**src/rtl/gw_steer_pkg.sv**
```systemverilog
package gw_steer_pkg;

    localparam int MAC_W     = 48;
    localparam int IP_W      = 32;
    localparam int LEN_W     = 16;
    localparam int TUN_BYTES = 36;

    typedef enum logic [1:0] {
        SEL_SRC_MAC  = 2'd0,
        SEL_DST_MAC  = 2'd1,
        SEL_FILTER   = 2'd2,
        SEL_SETTINGS = 2'd3
    } cfg_sel_e;

    typedef enum logic {
        DIR_DOWN = 1'b0,
        DIR_UP   = 1'b1
    } dir_e;

    // Lookup outcomes captured in the first pipeline stage
    typedef struct packed {
        logic              vld;
        logic              mac_ok;
        logic              ip_ok;
        dir_e              dir;
        logic              fw_ok;
        logic              gw_hit;
        logic [LEN_W-1:0]  len;
    } stage_t;

    typedef struct packed {
        logic              vld;
        dir_e              dir;
        logic              drop;
        logic              decap;
        logic [LEN_W-1:0]  len;
    } verdict_t;

    function automatic logic is_runt(input logic [LEN_W-1:0] l);
        return l < LEN_W'(TUN_BYTES);
    endfunction

    function automatic logic [LEN_W-1:0] strip_len(input logic [LEN_W-1:0] l);
        return l - LEN_W'(TUN_BYTES);
    endfunction

endpackage

```
**src/rtl/gw_key_table.sv**
```systemverilog
module gw_key_table #(
    parameter int KEY_W = 48,
    parameter int DEPTH = 8,
    localparam int IDX_W = $clog2(DEPTH)
) (
    input  logic             clk,
    input  logic             rst,
    input  logic             wr_en,
    input  logic [IDX_W-1:0] wr_idx,
    input  logic             wr_valid,
    input  logic [KEY_W-1:0] wr_key,
    input  logic [KEY_W-1:0] look_key,
    output logic             hit
);

    logic [KEY_W-1:0] key_q [DEPTH];
    logic [DEPTH-1:0] vld_q;
    logic [DEPTH-1:0] match;

    always_ff @(posedge clk) begin
        if (rst) begin
            vld_q <= '0;
        end else if (wr_en) begin
            for (int i = 0; i < DEPTH; i++) begin
                if (wr_idx == IDX_W'(i)) begin
                    vld_q[i] <= wr_valid;
                    key_q[i] <= wr_key;
                end
            end
        end
    end

    for (genvar g = 0; g < DEPTH; g++) begin : g_cmp
        assign match[g] = vld_q[g] && (key_q[g] == look_key);
    end

    assign hit = |match;

endmodule

```
**src/rtl/gw_fw_table.sv**
```systemverilog
module gw_fw_table #(
    parameter int KEY_W = 32,
    parameter int DEPTH = 8,
    localparam int IDX_W = $clog2(DEPTH)
) (
    input  logic             clk,
    input  logic             rst,
    input  logic             wr_en,
    input  logic [IDX_W-1:0] wr_idx,
    input  logic             wr_valid,
    input  logic [KEY_W-1:0] wr_key,
    input  logic             wr_permit,
    input  logic [KEY_W-1:0] look_key,
    output logic             hit,
    output logic             permit
);

    logic [KEY_W-1:0] key_q [DEPTH];
    logic [DEPTH-1:0] vld_q;
    logic [DEPTH-1:0] act_q;
    logic [DEPTH-1:0] match;

    always_ff @(posedge clk) begin
        if (rst) begin
            vld_q <= '0;
            act_q <= '0;
        end else if (wr_en) begin
            for (int i = 0; i < DEPTH; i++) begin
                if (wr_idx == IDX_W'(i)) begin
                    vld_q[i] <= wr_valid;
                    key_q[i] <= wr_key;
                    act_q[i] <= wr_permit;
                end
            end
        end
    end

    for (genvar g = 0; g < DEPTH; g++) begin : g_cmp
        assign match[g] = vld_q[g] && (key_q[g] == look_key);
    end

    // Lowest matching index takes priority: scan downward, last write wins
    always_comb begin
        permit = 1'b0;
        for (int i = DEPTH - 1; i >= 0; i--) begin
            if (match[i]) permit = act_q[i];
        end
    end

    assign hit = |match;

endmodule

```
**src/rtl/gw_verdict.sv**
```systemverilog
module gw_verdict
    import gw_steer_pkg::*;
(
    input  stage_t   st,
    output verdict_t vd
);

    logic common_ok;
    logic up_ok;

    always_comb begin
        common_ok = st.mac_ok && st.ip_ok && st.fw_ok;
        up_ok     = common_ok && st.gw_hit && !is_runt(st.len);

        vd.vld   = st.vld;
        vd.dir   = st.dir;
        vd.decap = 1'b0;
        vd.len   = st.len;
        if (st.dir == DIR_UP) begin
            vd.drop = !up_ok;
            if (up_ok) begin
                vd.decap = 1'b1;
                vd.len   = strip_len(st.len);
            end
        end else begin
            vd.drop = !common_ok;
        end
    end

endmodule

```
**src/rtl/gw_steer_filter.sv**
```systemverilog
module gw_steer_filter
    import gw_steer_pkg::*;
#(
    parameter int MAC_DEPTH = 8,
    parameter int FW_DEPTH  = 8,
    localparam int CFG_IDX_W = $clog2((MAC_DEPTH > FW_DEPTH) ? MAC_DEPTH : FW_DEPTH)
) (
    input  logic                 clk,
    input  logic                 rst,
    input  logic                 in_valid,
    input  logic                 in_ipv4_ok,
    input  logic                 in_gtp_ok,
    input  logic [MAC_W-1:0]     in_src_mac,
    input  logic [MAC_W-1:0]     in_dst_mac,
    input  logic [IP_W-1:0]      in_src_ip,
    input  logic [IP_W-1:0]      in_dst_ip,
    input  logic [LEN_W-1:0]     in_len,
    input  logic                 cfg_we,
    input  logic [1:0]           cfg_table,
    input  logic [CFG_IDX_W-1:0] cfg_index,
    input  logic                 cfg_valid,
    input  logic [MAC_W-1:0]     cfg_key,
    input  logic                 cfg_permit,
    output logic                 out_valid,
    output logic                 out_path,
    output logic                 out_drop,
    output logic                 out_decap,
    output logic [LEN_W-1:0]     out_len
);

    localparam int MAC_IDX_W = $clog2(MAC_DEPTH);
    localparam int FW_IDX_W  = $clog2(FW_DEPTH);

    cfg_sel_e        sel;
    logic            we_smac, we_dmac, we_fw, we_set;
    logic            smac_hit, dmac_hit, fw_hit, fw_permit;
    logic [IP_W-1:0] gw_addr_q;
    logic            dflt_permit_q;
    stage_t          s1_q;
    verdict_t        vd, out_q;

    assign sel     = cfg_sel_e'(cfg_table);
    assign we_smac = cfg_we && (sel == SEL_SRC_MAC);
    assign we_dmac = cfg_we && (sel == SEL_DST_MAC);
    assign we_fw   = cfg_we && (sel == SEL_FILTER);
    assign we_set  = cfg_we && (sel == SEL_SETTINGS);

    gw_key_table #(.KEY_W(MAC_W), .DEPTH(MAC_DEPTH)) u_src_tbl (
        .clk      (clk),
        .rst      (rst),
        .wr_en    (we_smac),
        .wr_idx   (cfg_index[MAC_IDX_W-1:0]),
        .wr_valid (cfg_valid),
        .wr_key   (cfg_key),
        .look_key (in_src_mac),
        .hit      (smac_hit)
    );

    gw_key_table #(.KEY_W(MAC_W), .DEPTH(MAC_DEPTH)) u_dst_tbl (
        .clk      (clk),
        .rst      (rst),
        .wr_en    (we_dmac),
        .wr_idx   (cfg_index[MAC_IDX_W-1:0]),
        .wr_valid (cfg_valid),
        .wr_key   (cfg_key),
        .look_key (in_dst_mac),
        .hit      (dmac_hit)
    );

    gw_fw_table #(.KEY_W(IP_W), .DEPTH(FW_DEPTH)) u_filter (
        .clk       (clk),
        .rst       (rst),
        .wr_en     (we_fw),
        .wr_idx    (cfg_index[FW_IDX_W-1:0]),
        .wr_valid  (cfg_valid),
        .wr_key    (cfg_key[IP_W-1:0]),
        .wr_permit (cfg_permit),
        .look_key  (in_src_ip),
        .hit       (fw_hit),
        .permit    (fw_permit)
    );

    always_ff @(posedge clk) begin
        if (rst) begin
            gw_addr_q     <= '0;
            dflt_permit_q <= 1'b0;
        end else if (we_set) begin
            gw_addr_q     <= cfg_key[IP_W-1:0];
            dflt_permit_q <= cfg_permit;
        end
    end

    // Stage 1: capture every lookup against the table state of this cycle
    always_ff @(posedge clk) begin
        if (rst) begin
            s1_q <= '0;
        end else begin
            s1_q.vld    <= in_valid;
            s1_q.mac_ok <= smac_hit && dmac_hit;
            s1_q.ip_ok  <= in_ipv4_ok;
            s1_q.dir    <= in_gtp_ok ? DIR_UP : DIR_DOWN;
            s1_q.fw_ok  <= fw_hit ? fw_permit : dflt_permit_q;
            s1_q.gw_hit <= (in_dst_ip == gw_addr_q);
            s1_q.len    <= in_len;
        end
    end

    gw_verdict u_verdict (
        .st (s1_q),
        .vd (vd)
    );

    // Stage 2: registered verdict
    always_ff @(posedge clk) begin
        if (rst) out_q <= '0;
        else     out_q <= vd;
    end

    assign out_valid = out_q.vld;
    assign out_path  = out_q.dir;
    assign out_drop  = out_q.drop;
    assign out_decap = out_q.decap;
    assign out_len   = out_q.len;

endmodule

```
**config.mk**
```make
export PLATFORM = sky130hd
export DESIGN_NAME = gw_steer_filter
export DESIGN_NICKNAME = d
export VERILOG_FILES = /design/src/rtl/gw_steer_pkg.sv /design/src/rtl/gw_key_table.sv /design/src/rtl/gw_fw_table.sv /design/src/rtl/gw_verdict.sv /design/src/rtl/gw_steer_filter.sv
export SDC_FILE = /design/constraint.sdc
export NUM_CORES = 2
export LEC_CHECK = 0
export CELL_PAD_IN_SITES_DETAIL_PLACEMENT = 1
export CELL_PAD_IN_SITES_GLOBAL_PLACEMENT = 2
export CORE_MARGIN = 4
export CORE_UTILIZATION = 42
export CTS_CLUSTER_DIAMETER = 30
export DETAILED_ROUTE_END_ITERATION = 16
export GPL_TIMING_DRIVEN = 0
export PLACE_DENSITY = 0.83
export SLEW_MARGIN = 20
export SYNTH_ARGS = -nofsm -noshare
export SYNTH_HDL_FRONTEND = slang
export SYNTH_SLANG_ARGS = --single-unit
```
**constraint.sdc**
```tcl
create_clock -name clk -period 5.9 [get_ports clk]
set_clock_uncertainty 0.1 [all_clocks]
set_input_delay 1.18 -clock clk [delete_from_list [all_inputs] [get_ports clk]]
set_output_delay 1.18 -clock clk [all_outputs]
set_load 0.01 [all_outputs]
```
; ---- Word-level counts from Yosys, hierarchy flattened
; Memories as Yosys holds them, arrays and structs flattened.
; Cells that the tools add are included.
[word_totals]
regBits = 107
mem_bits_rw = 1024
input_bits = 237
output_inout_bits = 20
memories = 3
[memory_table]
columns = name, words, word_bits, read_ports, rd_ports_with_merged_regs, wr, line_no
row1 = u_dst_tbl.key_q, 8, 48, 8, 0, 1, gw_key_table.sv:16  ; logic [KEY_W-1:0] key_q [DEPTH];
row2 = u_src_tbl.key_q, 8, 48, 8, 0, 1, gw_key_table.sv:16
row3 = u_filter.key_q, 8, 32, 8, 0, 1, gw_fw_table.sv:18  ; logic [KEY_W-1:0] key_q [DEPTH];
[classes]
add_sub_neg = 1
order_cmp = 1
n_eq_ne = 35
muxes = 156
bitwise = 1
reduce_logical = 87
[op_table]
columns = operator, count
row1 = $eq 48x48->1, 16
row2 = $mux 48, 14
row3 = $reduce_or 48->1, 14
row4 = $eq 32x32->1, 9
row5 = $mux 32, 7
row6 = $reduce_or 32->1, 7
row7 = $mux 1, 112
row8 = $mux 3, 21
row9 = $reduce_and 2->1, 24
row10 = $logic_and 1x1->1, 33
row11 = $reduce_or 8->1, 3
row12 = $mux 17, 1
row13 = $lt 16x6->1 const B, 1
row14 = $mux 16, 1
row15 = $sub 16x6->16 const B, 1
row16 = $eq 3x3->1 const B, 4
row17 = $eq 3x2->1 const B, 2
row18 = $eq 2x2->1 const B, 2
row19 = $eq 3x1->1 const B, 1
row20 = $logic_not 1->1, 3
row21 = $logic_not 3->1, 1
row22 = $eq 2x1->1 const B, 1
row23 = $logic_not 2->1, 1
row24 = $reduce_or 2->1, 1
row25 = $not 1->1, 1

; ---- Depth between registers and ports, before layout
[depth]
depth_word = 13
mapped_depth = 10

; ---- Modules after synthesis
; From an unflattened synthesis, not the netlist that was laid out.
[unflattened]
hier_cells = 3117
hier_area_um2 = 47478.0
[by_module_without_submodules]
columns = module, n_inst, cells_each, area_per_inst_um2, seq_area_each_um2
row1 = gw_key_table, 2, 1025, 16433.3, 11691.2
row2 = gw_fw_table, 1, 728, 11538.6, 8007.7
row3 = gw_steer_filter, 1, 282, 2637.5, 1501.4
row4 = gw_verdict, 1, 57, 435.4, 0.0

; ---- Worst setup path before layout
; OpenSTA, ideal clock, no wires.
[synth_timing]
path_kind = input port to flip-flop
start = input port cfg_table[1]
end = memory u_src_tbl.key_q[0][0] (enable)
setup_time_ns = 0.454
arrival_time_ns = 4.089
path_slack_ns = 1.258
path_stages = 4
cell_sequence = or3b_1 > or2_2 > clkbuf_1 > nor2_1
[synth_via]
elab_chain_cells = 13
word_cells_on_any_way = 47
cone_classes = mux: 38 / reduce/logical: 9
[synth_rtl]
columns = item, line_no
row1 = start: declaration, gw_steer_filter.sv:19  ; input logic [1:0] cfg_table,
row2 = $logic_not 2->1 (*), gw_steer_filter.sv:43  ; assign we_smac = cfg_we && (sel == SEL_SRC_MAC);
row3 = $logic_and 1x1->1 (*), gw_steer_filter.sv:43
row4 = $mux 1, gw_key_table.sv:23  ; end else if (wr_en) begin
row5 = $mux 1, gw_key_table.sv:21  ; if (rst) begin
row6 = $mux 1 (not written as such), gw_key_table.sv:27  ; key_q[i] <= wr_key;
row7 = $reduce_or 48->1 (no source line), -
row8 = $mux 3 (no source line) or $mux 1 (tied branches) (7 in a row), -
row9 = end: declaration, gw_key_table.sv:16
; Mark *: on every way between the ends. The rest lies on a longest branch, timed or not.

; ---- Worst setup path in the final report
[layout_timing]
start = input port in_src_mac[30]
end = register s1_q[20] in the netlist's numbering
[layout_via]
elab_chain_cells = 4
word_cells_on_any_way = 18
cone_classes = eq/ne: 8 / reduce/logical: 10
[layout_rtl]
columns = item, line_no
row1 = start: declaration, gw_steer_filter.sv:13  ; input logic [MAC_W-1:0] in_src_mac,
row2 = $eq 48x48->1, gw_key_table.sv:34  ; assign match[g] = vld_q[g] && (key_q[g] == look_key);
row3 = $logic_and 1x1->1, gw_key_table.sv:34
row4 = $reduce_or 8->1 (*), gw_key_table.sv:37  ; assign hit = |match;
row5 = $logic_and 1x1->1 (*), gw_steer_filter.sv:99  ; s1_q.mac_ok <= smac_hit && dmac_hit;
row6 = end: declaration, gw_steer_filter.sv:39  ; stage_t s1_q;
; Marked as above.
; A chain may end at the register's enable or synchronous reset.

==> run metrics <==
status=finished, final reports clean; worst slew pin tran=1.38 ns; Synth cell types=59; pre-CTS setup slack=0.141 ns; RePlAce Congestion=approximately 0.85; post-synthesis mux area share=less than 1%; drt wl/cell=35.0 um; Pins Over Slew Limit=0; DPL Wire Length=112000 um; type of the most critical hold path=register to register; RSZ-0062 raised after global routing=false; hold buffer count at CTS=0; xor/xnor share of the synthesized area=18.7%; worst setup path class=primary input to register; Reg2Reg Launch Point=u_dst_tbl.key_q[0][53]; vias in the first global route=32500; sequential element share of the synthesized area=between 60% and 70%; worst setup path start=in_src_mac[30]; drt pass-1 iters=6; first-pass GRT wire length=between 200000 and 250000 um; vias per cell=5.92; PwrDens=just under 400 mW/mm2; flip-flop and latch count after synthesis=1131; Post-route DRC=0; Remaining Overflow, GRT=0; Max Cap Viol=0; largest family of logic cells by synthesized area=XOR/XNOR gates; total I/O pin count=roughly 260; Mapped Avg Cell Area=15.0 um2; adder-cell share of the synthesized area=0.0266%; DR iter-0 viols=4322; Final Hold Viols=0; die height=roughly 340 um; Synth async-reset ratio=0%; CTS Root Cell=clkbuf_16; Starting Density=around 42%; largest net degree at the start of global routing=30; Worst-Skew Late Latency=around 0.8 ns; relative slew slack=between 7 and 8%; Min Hold Slack=approximately 0.36 ns; TritonCTS clock tree=built; PortBufs=124; Post-CTS Setup Repair Bufs=0; simple-gate area share of the yosys netlist=6.98%; Synth Cell Area=0.0471 mm2; number of clock sinks=1131; num rows=122; fillers=10400; yosys warns=0; setup ws final=1.17 ns; EDFF count, synth=1024; core box area=about 0.11 mm2; Final min period=4.73 ns; chip width=343 um; Compound-Gate Fraction of Synth Area=2.24%; VDD IR max=0.398 mV; Max Root-Sink Buffers=3; post-synthesis cell count=3135; clock transition at the registers of the reported paths=0.05 ns; P&R area growth vs syn=26.1%; Crit Path Max Fanout=8; Synth Net Count=roughly 3400; antenna-violating nets left=0; cts bufs inserted=between 200 and 250; top_reg_cell synth=edfxtp_1; WP data arrival=5.25 ns; vias after detailed routing=31100; final period utilization=80.1%; setup_tns=0 ns; Max Clk Rate=0.212 GHz; share of cells above drive strength 1=14.5%; final setup vio count=0; CTS H-Tree Depth=4; post-CTS sizing=0; Leak=around 20 nW; CP Capture Type=register; Die Area=0.118 mm2; nets@finish=around 3800; final WL=184000 um; Worst Setup Start Kind=primary input; Req. time, crit path=6.42 ns; initial antenna violation count=35; gr usage total=30.8%; Hold Crit Start=s1_q[0]
worst max-delay path, cell delays in order:
cell	delay [ns]
clkbuf_1	0.77
xor2_1	0.16
nor4_1	0.82
nand4_1	0.31
nor4_2	0.60
nand4_1	0.33
o31a_1	0.35
a311oi_1	0.70
stage by stage:
stage	instance area [um2]	utilization (%)	total power, mW	cells
6_report	59400	53.5	23.2	5255
5_1_grt	59300	53.5	23.7	5238
4_1_cts	59300	53.4	23.2	5234
3_5_place_dp	51500	46.4	10.2	4809
3_3_place_gp	50200	45.2	10.2	4747
2_1_floorplan	47100	-	9.54	3135
cell type report:
cell class	instances	area (um2)	share of cell area, %
sequential	1131	32900	55.4
multi-input combinational	1782	13500	22.7
clock buffer	274	6000	10.1
timing repair buffer	187	2400	4.04
tap	1488	1860	3.14
clock inverter	151	1770	2.98
buffer	162	708	1.19
inverter	60	225	0.379
antenna	20	50.0	0.0843
layout by cell type (no fill, tap or decap), types with 81 or more instances in the layout:
master	netlist	layout
nor4_1	148	146
clkbuf_16	0	231
nand2_1	101	101
xor2_1	511	511
clkdlybuf4s50_1	0	81
dfxtp_1	107	107
clkbuf_1	131	160
nand4_1	144	144
edfxtp_1	1024	1024
xnor2_1	492	492
cells in the mapped netlist, types with 9 or more instances:
cell type | number | area share (%)
nor3_1 | 26 | 0.28
nand3_1 | 37 | 0.39
a22oi_1 | 9 | 0.14
nand2_1 | 101 | 0.81
a21oi_1 | 63 | 0.67
xor2_1 | 511 | 9.5
buf_2 | 18 | 0.19
o22ai_1 | 16 | 0.21
nand4_1 | 144 | 1.9
nor2b_1 | 24 | 0.32
o21ai_0 | 29 | 0.31
nor4_1 | 148 | 2.0
xnor2_1 | 492 | 9.2
edfxtp_1 | 1024 | 65
nor2_1 | 77 | 0.61
mux2i_1 | 14 | 0.30
inv_1 | 55 | 0.44
clkbuf_1 | 131 | 1.0
dfxtp_1 | 107 | 4.5
power by group:
group          internal, mW  total (mW)  switching, mW
combinational         0.377        1.28          0.905
clock                  8.57        13.0           4.46
sequential             8.82        8.86         0.0385
total                  17.8        23.2           5.40
path summary, 6_finish.rpt:
kind | cells past startpoint | slack (ns) | end
max | 8 | 1.17 | s1_q[20]
min | 1 | 0.36 | out_len[0]
min reg2reg | 1 | 0.36 | out_len[0]
max reg2reg | 8 | 1.93 | s1_q[20]
metal layers:
layer  share of wire (%)  global-route usage [%]
met2                  47                    49.4
met1                  36                    37.5
met5               0.052                       0
met4                 5.0                    15.0
met3                  12                    10.1
cells by family (layout without fill, tap and decap cells):
| group | Yosys count | in the layout |
|---|---|---|
| AOI/OAI and AO/OA | 165 | 165 |
| and+or+nand+nor | 599 | 599 |
| muxes | 14 | 14 |
| other | 0 | 20 |
| adders and majority gates | 1 | 1 |
| xor gates and xnor gates | 1003 | 1003 |
| DFF | 1131 | 1131 |
| buffers and inverters | 222 | 834 |
flip-flops by register name, indices dropped and copies added (netlist names), 8 cells and up:
name	count
u_filter.vld_q	8
u_src_tbl.key_q	384
u_filter.act_q	8
u_dst_tbl.key_q	384
u_src_tbl.vld_q	8
u_filter.key_q	256
u_dst_tbl.vld_q	8
s1_q	22
gw_addr_q	32
out_len	16
(Power assumes the default switching activity.)
